## src/rtl/sdmtx_pkg.sv

```systemverilog
package sdmtx_pkg;

  // Index width for a set of n items, never below one bit.
  function automatic int idx_w(input int n);
    return (n > 1) ? $clog2(n) : 1;
  endfunction

  // Width of a counter that must reach n inclusive.
  function automatic int cnt_w(input int n);
    return $clog2(n + 1);
  endfunction

endpackage

```

## src/rtl/sdmtx_bind_table.sv

```systemverilog
module sdmtx_bind_table #(
  parameter int NSER = 8,
  parameter int NQ   = 3,
  parameter int SW   = 3,
  parameter int QW   = 2
) (
  input  logic                      clk,
  input  logic                      rst_n,
  input  logic                      cfg_we,
  input  logic [SW-1:0]             cfg_sid,
  input  logic [QW-1:0]             cfg_qid,
  input  logic                      cfg_en,
  output logic [NSER-1:0]           bound,
  output logic [NSER-1:0][QW-1:0]   qsel
);

  logic qid_ok;
  assign qid_ok = (int'(cfg_qid) < NQ);

  for (genvar i = 0; i < NSER; i++) begin : g_entry
    always_ff @(posedge clk) begin
      if (!rst_n) begin
        bound[i] <= 1'b0;
        qsel[i]  <= '0;
      end else if (cfg_we && (cfg_sid == SW'(i))) begin
        bound[i] <= cfg_en && qid_ok;
        qsel[i]  <= cfg_qid;
      end
    end
  end

endmodule

```

## src/rtl/sdmtx_rr_arb.sv

```systemverilog
module sdmtx_rr_arb #(
  parameter int N  = 8,
  parameter int IW = 3
) (
  input  logic          clk,
  input  logic          rst_n,
  input  logic [N-1:0]  req,
  output logic [N-1:0]  gnt,
  output logic [IW-1:0] gidx,
  output logic          any
);

  logic [IW-1:0] last;
  int            cand;

  always_comb begin
    gnt  = '0;
    gidx = last;
    any  = 1'b0;
    cand = 0;
    for (int k = 1; k <= N; k++) begin
      cand = int'(last) + k;
      if (cand >= N) cand = cand - N;
      if (!any && req[cand]) begin
        any       = 1'b1;
        gnt[cand] = 1'b1;
        gidx      = IW'(cand);
      end
    end
  end

  always_ff @(posedge clk) begin
    if (!rst_n)   last <= IW'(N - 1);
    else if (any) last <= gidx;
  end

endmodule

```

## src/rtl/sdmtx_serializer.sv

```systemverilog
module sdmtx_serializer #(
  parameter int DW = 32,
  parameter int CW = 6
) (
  input  logic          clk,
  input  logic          rst_n,
  input  logic          load,
  input  logic [DW-1:0] din,
  output logic          idle,
  output logic          ser_bit,
  output logic          ser_vld
);

  logic [DW-1:0] shreg;
  logic [CW-1:0] left;

  always_ff @(posedge clk) begin
    if (!rst_n) begin
      shreg <= '0;
      left  <= '0;
    end else if (load) begin
      shreg <= din;
      left  <= CW'(DW);
    end else if (left != '0) begin
      shreg <= shreg >> 1;
      left  <= left - 1'b1;
    end
  end

  assign idle    = (left == '0);
  assign ser_vld = !idle;
  assign ser_bit = shreg[0];

endmodule

```

## src/rtl/sdm_tx_pull_ni.sv

```systemverilog
module sdm_tx_pull_ni #(
  parameter  int NSER = 8,
  parameter  int NQ   = 3,
  parameter  int DW   = 32,
  localparam int SW   = sdmtx_pkg::idx_w(NSER),
  localparam int QW   = sdmtx_pkg::idx_w(NQ),
  localparam int CW   = sdmtx_pkg::cnt_w(DW)
) (
  input  logic             clk,
  input  logic             rst_n,
  input  logic             cfg_we,
  input  logic [SW-1:0]    cfg_sid,
  input  logic [QW-1:0]    cfg_qid,
  input  logic             cfg_en,
  input  logic [NQ-1:0]    q_valid,
  input  logic [NQ*DW-1:0] q_data,
  output logic [NQ-1:0]    q_ready,
  output logic [NSER-1:0]  link_bit,
  output logic [NSER-1:0]  link_vld
);

  logic [NSER-1:0]         bound;
  logic [NSER-1:0][QW-1:0] qsel;
  logic [NSER-1:0]         idle;
  logic [NSER-1:0]         req;
  logic [NSER-1:0]         gnt;
  logic [SW-1:0]           gidx;
  logic                    any_gnt;
  logic [QW-1:0]           pick_q;
  logic [DW-1:0]           pick_word;

  sdmtx_bind_table #(.NSER(NSER), .NQ(NQ), .SW(SW), .QW(QW)) u_table (
    .clk     (clk),
    .rst_n   (rst_n),
    .cfg_we  (cfg_we),
    .cfg_sid (cfg_sid),
    .cfg_qid (cfg_qid),
    .cfg_en  (cfg_en),
    .bound   (bound),
    .qsel    (qsel)
  );

  // A request is eligible only while its bound queue offers a word.
  always_comb begin
    for (int i = 0; i < NSER; i++) begin
      req[i] = 1'b0;
      for (int k = 0; k < NQ; k++) begin
        if (qsel[i] == QW'(k)) req[i] = bound[i] && idle[i] && q_valid[k];
      end
    end
  end

  sdmtx_rr_arb #(.N(NSER), .IW(SW)) u_arb (
    .clk   (clk),
    .rst_n (rst_n),
    .req   (req),
    .gnt   (gnt),
    .gidx  (gidx),
    .any   (any_gnt)
  );

  // Shared distributor: one queue read and one return path per cycle.
  always_comb begin
    pick_q    = qsel[gidx];
    pick_word = '0;
    for (int k = 0; k < NQ; k++) begin
      q_ready[k] = any_gnt && (pick_q == QW'(k));
      if (pick_q == QW'(k)) pick_word = q_data[k*DW +: DW];
    end
  end

  for (genvar i = 0; i < NSER; i++) begin : g_link
    sdmtx_serializer #(.DW(DW), .CW(CW)) u_ser (
      .clk     (clk),
      .rst_n   (rst_n),
      .load    (gnt[i]),
      .din     (pick_word),
      .idle    (idle[i]),
      .ser_bit (link_bit[i]),
      .ser_vld (link_vld[i])
    );
  end

endmodule

```

## config.mk

```make
export PLATFORM = sky130hd
export DESIGN_NAME = sdm_tx_pull_ni
export DESIGN_NICKNAME = d
export VERILOG_FILES = /design/src/rtl/sdmtx_pkg.sv /design/src/rtl/sdmtx_bind_table.sv /design/src/rtl/sdmtx_rr_arb.sv /design/src/rtl/sdmtx_serializer.sv /design/src/rtl/sdm_tx_pull_ni.sv
export SDC_FILE = /design/constraint.sdc
export NUM_CORES = 1
export LEC_CHECK = 0
export ABC_AREA = 1
export BUFFER_PORTS_ARGS = -buffer_cell sky130_fd_sc_hd__buf_2
export CORE_MARGIN = 8
export CORE_UTILIZATION = 50
export DETAILED_ROUTE_END_ITERATION = 10
export PLACE_DENSITY = 0.68
export RECOVER_POWER = 25
export SYNTH_ARGS = -nofsm -noshare
export SYNTH_HDL_FRONTEND = slang
export SYNTH_SLANG_ARGS = --single-unit
```

## constraint.sdc

```tcl
create_clock -name clk -period 7.5 [get_ports clk]
set_input_delay 1.125 -clock clk [delete_from_list [all_inputs] [get_ports clk]]
set_output_delay 1.125 -clock clk [all_outputs]
set_load 0.005 [all_outputs]
```

==> metrics <==
outcome complete, but fails checks; failing checks capacitance limit, slew limit; most instantiated cells after synthesis 453 x nand2_1, 416 x inv_1, 331 x dfxtp_1, 274 x a21oi_1, 253 x nand3_1; worst hold stages 2; post-synthesis instance total ~2700; Distinct cells, synth 55; hold crit path type reg2reg; Worst Setup Path Type reg2out; post-route cell area about 20000 sq um; Final nets 2878; Syn Area/Cell 6.903 sq um; Total Wirelength just under 60 mm; Top Usage Layer GRT met2; reg2reg setup slack roughly 1 ns; yosys warns 0; post-synth top area share roughly a third; max-cap violations 1; CTS Buf Count 37; post-synth top area cell dfxtp_1; Post-Syn Nets approximately 2900; Clk pin slew, worst setup/hold paths 0.06 ns; WL per Instance around 18 microns; area delta synth->final 8.973%; final core occ 54.90%; RSZ-0062 raised after global routing false; post-route setup TNS 0 ns; Crit path buffers/inverters 5; first-pass GRT wire length 93.09 mm; Worst path max stage delay about 0.67 ns; Slowest cell on crit path dfxtp_1; CTS Hold Bufs 0; DIE HEIGHT 209.9 microns; Top delay family on crit path simple AND/OR/NAND/NOR gates; final antenna-violating net count 0; peak supply drop roughly 350 uV; CP dominant cell by count inv_1; Die X 209.9 microns; pin count of the biggest net entering global routing 100; final-report setup violation count 0; final hold viol count 0; via count ~19000; Global Route met3 Usage between 4 and 5%; Critical Path RT ~6.4 ns; Worst Path Arrival 5.57 ns; global-route met1 utilization a little under two fifths; Post-synth EDFFs 0; share of cells above drive strength 1 14.00%; Setup Slack @ Placement 1.781 ns; Via density around 5.7; FF+latch count, synth ~330; grt met2 use 39.27%; fmax approximately 150 MHz; Setup crit end kind output port; leading post-synthesis cells by cell area dfxtp_1 35%, nand2_1 9.0%, inv_1 8.3%; Worst path depth 17; Post-synth top flop dfxtp_1; Iter 0 DRT Violations about 1900; CP cell instances inv_1 -> ha_1 -> inv_1 -> nand3_1 -> nand3_1 -> inv_1 -> nor2_1 -> nand4_1 -> or3_1 -> nand2_1 -> a21oi_1 -> nand2_2 -> nand2_8 -> inv_8 -> nand2_4 -> nor2_1 -> buf_2; Sink Count approximately 330; setup bufs post-CTS 0; CTS tree done; R2R depth 19; Root Buffer clkbuf_16; post-synthesis sequential area ratio roughly a third; CTS resizes 0; RePlAce Congestion between 0.9 and 1; most common cell in the netlist nand2_1; Worst Slack Setup Final roughly 0.81 ns; Max Fanout on Critical Path 37; synthesized area between 15000 and 20000 sq um; die area between 40000 and 50000 sq um; I/O Buffers 126; Period minus WS final 6.693 ns; initial antenna violation count 1; worst-margin pin slew between 2 and 3 ns; Pleak just under 0.008 uW; post-synthesis async set-or-reset flop share 0%; Clock Path Buffers 3; post-DP HPWL 41.48 mm; vias in the first global route ~17000; io pins roughly 130; H-tree depth 2; Slew Viols, Final 57; Core ar. approximately 37000 sq um; router iterations before antenna repair 5; Critical Path Start Type register; Clock Skew 0.01081 ns; Power Density 518.4 nW/um^2; fin crit share just under 90%; clk_lat worst skew 0.53 ns; GRT Resource Usage Total between 20% and 30%; gr ovfl total 0; Cell Area, Placed 19350 sq um; num rows 71; Max-slew headroom -98.09%; Initial Utilization slightly above 50%; # DRC 0
==> through the flow <==
stage	total power, uW	hold slack [ns]	instances
final	10620	0.4608	3246
after global routing	11330	0.4800	3246
after CTS	10570	0.4632	3245
after detailed placement	8745	0.4542	3180
after global placement	8620	0.4483	3180
after floorplan	7217	0.4362	2723
==> cell families after synthesis <==
logic type / Yosys count / synth area share (%)
DFF: 331 / 35.25
buffers and inverters: 619 / 13.65
and+or+nand+nor: 1141 / 30.89
AOI/OAI and AO/OA: 584 / 17.47
adders and majority gates: 25 / 1.664
xor gates and xnor gates: 23 / 1.072
==> worst register-to-register path, delay by kind of cell, from the launching register on <==
family	cells	cell delay (ns)
flops	1	0.67
compound gates	2	0.44
fa+ha+maj	1	0.64
buf+inv	7	2.43
simple gates	9	2.25
==> path summary, 6_finish.rpt <==
| path | from | endpoint |
|---|---|---|
| worst max-delay path | u_arb.last[1] | q_ready[2] |
| worst min-delay path | g_link[6].u_ser.left[0] | g_link[6].u_ser.left[0] |
| worst max register to register | u_arb.last[1] | g_link[0].u_ser.shreg[23] |
| worst min register to register | g_link[6].u_ser.left[0] | g_link[6].u_ser.left[0] |
==> power breakdown <==
| group | internal (uW) | switching [uW] | total [uW] | leakage [uW] |
|---|---|---|---|---|
| sequential | 2380 | 260 | 2640 | 0.00269 |
| clock | 1060 | 747 | 1810 | 0.000593 |
| combinational | 1710 | 4460 | 6170 | 0.00446 |
| total | 5150 | 5470 | 10600 | 0.00775 |
==> final cells by class <==
class	instances	area (sq um)
antenna	1	2.502
clock buffer	56	1107
clock inverter	9	95.09
fill	3699	16830
inverter	454	1719
multi-input combinational	1773	9574
sequential	331	6626
tap	474	593.1
timing repair buffer	148	764.5
==> cells in the final DEF (no fill, tap or decap), types with 28 or more instances in the layout <==
| master | instances |
|---|---|
| dfxtp_1 | 331 |
| inv_1 | 420 |
| nand4_1 | 49 |
| nor3_1 | 32 |
| nand3_1 | 256 |
| inv_2 | 28 |
| o21ai_0 | 99 |
| clkbuf_16 | 37 |
| nand3_2 | 89 |
| buf_2 | 118 |
| a21oi_1 | 274 |
| nand2_1 | 453 |
| nor2_1 | 172 |
| o22ai_1 | 134 |
==> metal layers <==
layer,routed length [microns],up-vias
li1,-,8978
met5,0,-
met2,25750,719
met4,1486,0
met1,27400,8756
met3,4922,93
==> flip-flops by register name, indices dropped and copies added (netlist names) <==
| name | flops |
|---|---|
| g_link.u_ser.shreg | 256 |
| g_link.u_ser.left | 48 |
| u_table.qsel | 16 |
| u_table.bound | 8 |
| u_arb.last | 3 |
(Power assumes the default switching activity.)
